===== src/rtl/ahs_pkg.sv =====
package ahs_pkg;

    typedef enum logic [2:0] {
        S_RUN,
        S_AHALT,
        S_HALT,
        S_STAB,
        S_RTCWIN,
        S_RTCGATE
    } ahs_state_e;

    typedef struct packed {
        logic cpu;
        logic per;
        logic osc;
        logic rtc;
    } clk_en_t;

    function automatic clk_en_t state_clocks(ahs_state_e s);
        clk_en_t c;
        case (s)
            S_RUN, S_RTCWIN: c = '{cpu: 1'b1, per: 1'b1, osc: 1'b1, rtc: 1'b1};
            S_AHALT:         c = '{cpu: 1'b0, per: 1'b0, osc: 1'b1, rtc: 1'b1};
            S_STAB,
            S_RTCGATE:       c = '{cpu: 1'b0, per: 1'b0, osc: 1'b1, rtc: 1'b0};
            default:         c = '{cpu: 1'b0, per: 1'b0, osc: 1'b0, rtc: 1'b0};
        endcase
        return c;
    endfunction

endpackage


===== src/rtl/ahs_dly_cnt.sv =====
module ahs_dly_cnt #(
    parameter int CNT_W     = 12,
    parameter int SHORT_DLY = 256,
    parameter int LONG_DLY  = 4096
) (
    input  logic clk,
    input  logic rst,
    input  logic load_i,
    input  logic long_i,
    output logic zero_o
);
    localparam logic [CNT_W-1:0] SHORT_LD = CNT_W'(SHORT_DLY - 1);
    localparam logic [CNT_W-1:0] LONG_LD  = CNT_W'(LONG_DLY - 1);

    logic [CNT_W-1:0] cnt_q;

    always_ff @(posedge clk) begin
        if (rst)
            cnt_q <= '0;
        else if (load_i)
            cnt_q <= long_i ? LONG_LD : SHORT_LD;
        else if (cnt_q != '0)
            cnt_q <= cnt_q - 1'b1;
    end

    assign zero_o = (cnt_q == '0);

    AST_LOAD_NONZERO: assert property (@(posedge clk) disable iff (rst)
        load_i |=> !zero_o);

endmodule


===== src/rtl/ahs_fsm.sv =====
module ahs_fsm
    import ahs_pkg::*;
(
    input  logic       clk,
    input  logic       rst,
    input  logic       halt_i,
    input  logic       oie_i,
    input  logic       ext_irq_i,
    input  logic       rtc_irq_i,
    input  logic       rst_req_i,
    input  logic       cnt_zero_i,
    output ahs_state_e state_o,
    output logic       load_o,
    output logic       vec_o,
    output logic       imask_o
);
    ahs_state_e state_q, state_n;
    logic       cause_q, cause_n;
    logic       vec_q, vec_n;
    logic       imask_q;

    always_comb begin
        state_n = state_q;
        cause_n = cause_q;
        vec_n   = vec_q;
        load_o  = 1'b0;
        if (rst_req_i) begin
            state_n = S_STAB;
            cause_n = 1'b1;
            load_o  = 1'b1;
        end else begin
            case (state_q)
                S_RUN: begin
                    if (halt_i) state_n = oie_i ? S_AHALT : S_HALT;
                end
                S_AHALT: begin
                    if (rtc_irq_i) begin
                        state_n = S_RTCWIN;
                        load_o  = 1'b1;
                        vec_n   = 1'b0;
                    end else if (ext_irq_i) begin
                        state_n = S_RUN;
                        vec_n   = 1'b0;
                    end
                end
                S_HALT: begin
                    if (ext_irq_i) begin
                        state_n = S_STAB;
                        cause_n = 1'b0;
                        load_o  = 1'b1;
                    end
                end
                S_STAB: begin
                    if (cnt_zero_i) begin
                        state_n = S_RUN;
                        vec_n   = cause_q;
                    end
                end
                S_RTCWIN: begin
                    if (cnt_zero_i)   state_n = S_RUN;
                    else if (!oie_i)  state_n = S_RTCGATE;
                    else if (halt_i)  state_n = S_AHALT;
                end
                S_RTCGATE: begin
                    if (cnt_zero_i) state_n = S_RUN;
                end
                default: state_n = S_RUN;
            endcase
        end
    end

    always_ff @(posedge clk) begin
        if (rst) begin
            state_q <= S_RUN;
            cause_q <= 1'b1;
            vec_q   <= 1'b1;
            imask_q <= 1'b0;
        end else begin
            state_q <= state_n;
            cause_q <= cause_n;
            vec_q   <= vec_n;
            imask_q <= (state_n == S_AHALT) && (state_q != S_AHALT);
        end
    end

    assign state_o = state_q;
    assign vec_o   = vec_q;
    assign imask_o = imask_q;

    AST_STAB_HOLD: assert property (@(posedge clk) disable iff (rst)
        (state_q == S_STAB && !cnt_zero_i && !rst_req_i) |=> state_q == S_STAB);
    AST_HALT_RTC_IGNORED: assert property (@(posedge clk) disable iff (rst)
        (state_q == S_HALT && !ext_irq_i && !rst_req_i) |=> state_q == S_HALT);
    AST_GATE_TO_RUN: assert property (@(posedge clk) disable iff (rst)
        (state_q == S_RTCGATE && !rst_req_i && !cnt_zero_i) |=> state_q == S_RTCGATE);

endmodule


===== src/rtl/ahs_seq.sv =====
module ahs_seq
    import ahs_pkg::*;
#(
    parameter int CNT_W     = 12,
    parameter int SHORT_DLY = 256,
    parameter int LONG_DLY  = 4096
) (
    input  logic clk,
    input  logic rst,
    input  logic halt_i,
    input  logic oie_i,
    input  logic ext_irq_i,
    input  logic rtc_irq_i,
    input  logic rst_req_i,
    input  logic wdg_active_i,
    input  logic long_dly_i,
    output logic cpu_clk_en_o,
    output logic per_clk_en_o,
    output logic osc_clk_en_o,
    output logic rtc_clk_en_o,
    output logic wake_o,
    output logic vec_sel_o,
    output logic imask_force_o,
    output logic wdg_rst_mask_o
);
    ahs_state_e st;
    logic       load, cnt_zero, cpu_q;
    clk_en_t    en;

    ahs_dly_cnt #(.CNT_W(CNT_W), .SHORT_DLY(SHORT_DLY), .LONG_DLY(LONG_DLY)) u_cnt (
        .clk    (clk),
        .rst    (rst),
        .load_i (load),
        .long_i (long_dly_i),
        .zero_o (cnt_zero)
    );

    ahs_fsm u_fsm (
        .clk        (clk),
        .rst        (rst),
        .halt_i     (halt_i),
        .oie_i      (oie_i),
        .ext_irq_i  (ext_irq_i),
        .rtc_irq_i  (rtc_irq_i),
        .rst_req_i  (rst_req_i),
        .cnt_zero_i (cnt_zero),
        .state_o    (st),
        .load_o     (load),
        .vec_o      (vec_sel_o),
        .imask_o    (imask_force_o)
    );

    assign en = state_clocks(st);

    always_ff @(posedge clk) begin
        if (rst) cpu_q <= 1'b1;
        else     cpu_q <= en.cpu;
    end

    assign cpu_clk_en_o   = en.cpu;
    assign per_clk_en_o   = en.per;
    assign osc_clk_en_o   = en.osc;
    assign rtc_clk_en_o   = en.rtc;
    assign wake_o         = en.cpu & ~cpu_q;
    assign wdg_rst_mask_o = (st == S_AHALT) & wdg_active_i;

    AST_AHALT_CLOCKS: assert property (@(posedge clk) disable iff (rst)
        wdg_rst_mask_o |-> (osc_clk_en_o && rtc_clk_en_o && !cpu_clk_en_o && !per_clk_en_o));
    AST_IRQ_WAKE: assert property (@(posedge clk) disable iff (rst)
        (st == S_AHALT && (ext_irq_i || rtc_irq_i) && !rst_req_i) |=> (cpu_clk_en_o && !vec_sel_o));
    AST_RST_FIRST: assert property (@(posedge clk) disable iff (rst)
        rst_req_i |=> !cpu_clk_en_o);
    AST_IMASK_ENTRY: assert property (@(posedge clk) disable iff (rst)
        imask_force_o |-> (osc_clk_en_o && !cpu_clk_en_o));
    AST_WAKE_SINGLE: assert property (@(posedge clk) disable iff (rst)
        wake_o |=> !wake_o);

endmodule


===== config.mk =====
export PLATFORM = sky130hd
export DESIGN_NAME = ahs_seq
export DESIGN_NICKNAME = d
export VERILOG_FILES = /design/src/rtl/ahs_pkg.sv /design/src/rtl/ahs_dly_cnt.sv /design/src/rtl/ahs_fsm.sv /design/src/rtl/ahs_seq.sv
export SDC_FILE = /design/constraint.sdc
export NUM_CORES = 1
export LEC_CHECK = 0
export CAP_MARGIN = 5
export CORE_ASPECT_RATIO = 1.4
export CORE_MARGIN = 2
export CORE_UTILIZATION = 50
export CTS_BUF_LIST = sky130_fd_sc_hd__clkbuf_2
export CTS_CLUSTER_SIZE = 25
export DETAILED_ROUTE_END_ITERATION = 12
export PLACE_DENSITY_LB_ADDON = 0.15
export SKIP_LAST_GASP = 1
export SLEW_MARGIN = 20
export SYNTH_ARGS = -nofsm -noshare
export SYNTH_HDL_FRONTEND = slang
export SYNTH_SLANG_ARGS = --single-unit

===== constraint.sdc =====
create_clock -name clk -period 3.05 [get_ports clk]
set_input_delay 0.4575 -clock clk [delete_from_list [all_inputs] [get_ports clk]]
set_output_delay 0.4575 -clock clk [all_outputs]
set_load 0.05 [all_outputs]

==> results.ini <==
[setup_path]
rr_endpoint=u_fsm.imask_o
slowest_stage=clkdlybuf4s50_1
end_kind=output port
r2r-start=u_cnt.cnt_q[0]
rrSetupSlack_ns=0.68
worst-path-max-fanout=10
crit_chain=nor3b_1 > and2_1 > clkdlybuf4s50_1
cpPeakStageDelay_ns=0.79
crit_arrival_ns=2.35
worstPathBufferInverterCount=1
worst-setup-path-type=reg2out
worst_path_dominant_cell_family=buffers and inverters
worst-r2r-cell-count=6
startpoint_type=register
cp_data_required_time_ns=2.59

[pwr]
power.total_w=0.000551
power.leakage_nw=0.417
power_density_nw_per_um2=455
worst_ir_drop_vdd_mv=0.407

[hold_path]
hp-start=u_fsm.vec_o
min_delay_worst_endpoint=u_fsm.vec_o
hold_path.class=reg2reg
holdPathStages=1

[route]
drt_first_iter_violations=26
wl_met1_microns=973
route.detailed.wl_per_inst_microns=15.2
route.top_layer_used=met4
vias_per_cell=6.14
wirelength_microns=2360
firstDrtPassIters=4
detail_route.drc_violations=0
met2_wirelength_microns=1240
routed-via-count=951
met3_wire_length_microns=111
post_drt_antenna_nets=0

[cts]
post_cts.repair.setup_buffers=0
tritoncts_clock_tree=done
clock_insertion_delay_worst_skew_ns=0.30
cts_buffers=3
clock_sink_count=19
clock_path_buffers=2
cts_max_level=1
ctsRootBufferMaster=clkbuf_2
postCtsHoldBufs=0
clkTransAtPathRegs_ns=0.17
cts_repair_resize_count=0

[global_route]
globalRouteTotalUtil_pct=21.8
first_global_vias=1021
antenna_violations_before_repair=0
global_route.overflow_total=0
maximum_number_of_pins_on_one_net_before_global_route_repair=20
first_pass_grt_wire_length_microns=4150

[timing]
fin_tns_setup_ns=0
post-route-period-util_pct=91.9
max_slew_margin_pct=54.4
tightestPinTransition_ns=0.681
fin_worst_skew_ns=0.0167
finalHoldWorstSlack_ns=0.495
setup_viol_count_final=0
final_max_slew_viol_count=0
grt_setup_unrepaired=no
fin_ws_ns=0.246
period_needed_ns=2.80
timing_hold_violations_final=0
maxClockFrequency_mhz=357

[yosys]
synthesis.instances=122
avgSynthCellArea_sq_um=8.53
ys.warnings.count=0
synth-main-ff-cell=dfxtp_1
syn-num-nets=132
synth-edff-count=0
synth_seq_area_share_pct=36.5
postSynthRegisterBits=19
synth_cell_types=42
syn_area_sq_um=1040
synthArstFlopShare_pct=0

[placement]
pre_cts_ws_ns=0.598
dp_hpwl_microns=1780
placedInstanceArea_sq_um=1190
gp_congestion=0.861
place.port_buffers=16

[finish]
final_net_count=145
insertedDiodeCount=0
layout_commonest_cell=dfxtp_1
area_growth_pct=16.3
finalInstanceArea_sq_um=1210
layout_common_cells=19 x dfxtp_1, 16 x clkdlybuf4s50_1, 7 x or3_1, 7 x o21ai_0, 7 x a31oi_1
layout.filler_cells=195
post_route_cells_drive_above_1_share_pct=9.70

[flow_run]
max-cap-violations=0

[floorplan]
placementRows=19
placeableCoreArea_sq_um=1970
die-width_microns=42.6
pin_count=17
die_outline_area_sq_um=2470
initial_core_util_pct=52.8
die_y_microns=58.0

[outcome]
result_of_the_run=finished, final reports clean

-- cells in the mapped netlist (all sizes together) (2+ instances only) --
master | count | share of area (%)
nor2 | 3 | 1.1
nand2b | 5 | 3.0
and2 | 2 | 1.2
buf | 5 | 3.1
nand2 | 4 | 1.4
or3 | 7 | 4.2
o21ai | 7 | 3.4
nor4 | 2 | 1.2
nand3 | 2 | 0.96
a31oi | 7 | 4.2
nand3b | 4 | 2.9
nor3 | 4 | 1.9
or2 | 2 | 1.2
a21oi | 7 | 3.7
clkbuf | 5 | 1.8
o211ai | 2 | 1.4
nor3b | 3 | 2.2
o31ai | 2 | 1.4
a211oi | 2 | 1.4
nor2b | 3 | 1.8
inv | 4 | 1.4
or4 | 4 | 3.2
xnor2 | 2 | 1.7
a211o | 2 | 1.7
o21bai | 2 | 1.4
dfxtp | 19 | 37
-- registers in the layout, indices dropped and copies added, names as in the netlist --
name	count
u_cnt.cnt_q	12
u_fsm.state_o	3
cpu_q	1
u_fsm.cause_q	1
u_fsm.imask_o	1
u_fsm.vec_o	1
-- routing by layer --
| layer | up-vias | GRT usage [%] |
|---|---|---|
| met5 | - | 0 |
| met4 | 0 | 10.7 |
| met3 | 6 | 5.30 |
| met2 | 22 | 39.8 |
| met1 | 444 | 22.9 |
| li1 | 479 | - |
-- through the flow --
step	instances	util [%]
2_1_floorplan	122	-
3_3_place_gp	151	60.4
6_report	155	61.4
5_1_grt	155	61.4
3_5_place_dp	151	60.4
4_1_cts	155	61.4
-- worst max-delay path by stage --
stage,endpoint,cells after the start,startpoint
detailed placement,wdg_rst_mask_o,3,u_fsm.state_o[0]
CTS,wdg_rst_mask_o,3,u_fsm.state_o[0]
finish,wdg_rst_mask_o,3,u_fsm.state_o[0]
global placement,wdg_rst_mask_o,3,u_fsm.state_o[0]
global route,wdg_rst_mask_o,3,u_fsm.state_o[0]
floorplan,u_fsm.imask_o,8,u_cnt.cnt_q[0]
-- cell type report --
| class | instances | area [sq um] | area share, % |
|---|---|---|---|
| clock buffer | 4 | 20.0 | 1.65 |
| inverter | 4 | 15.0 | 1.24 |
| multi-input combinational | 89 | 594 | 49.1 |
| sequential | 19 | 380 | 31.4 |
| tap | 21 | 26.3 | 2.17 |
| timing repair buffer | 18 | 175 | 14.5 |
-- report_power, final --
| group | switching, W | total [W] | internal [W] | leakage (nW) |
|---|---|---|---|---|
| Sequential | 0.0000223 | 0.000292 | 0.000269 | 0.158 |
| Clock | 0.0000711 | 0.000106 | 0.0000348 | 0.0166 |
| Combinational | 0.0000884 | 0.000153 | 0.0000648 | 0.242 |
| Total | 0.000182 | 0.000551 | 0.000369 | 0.417 |
-- logic make-up (layout without fill, tap and decap cells) --
logic type                 count (synthesis)  after routing  share of synthesized area (%)
AOI/OAI and AO/OA                         36             36                           23.2
xor gates and xnor gates                   2              2                           1.68
muxes                                      2              2                           2.04
adders and majority gates                  1              1                           1.20
and+or+nand+nor                           48             48                           29.0
buffers and inverters                     14             26                           6.37
DFF                                       19             19                           36.5
No activity file was read; power rests on OpenSTA's default activity.
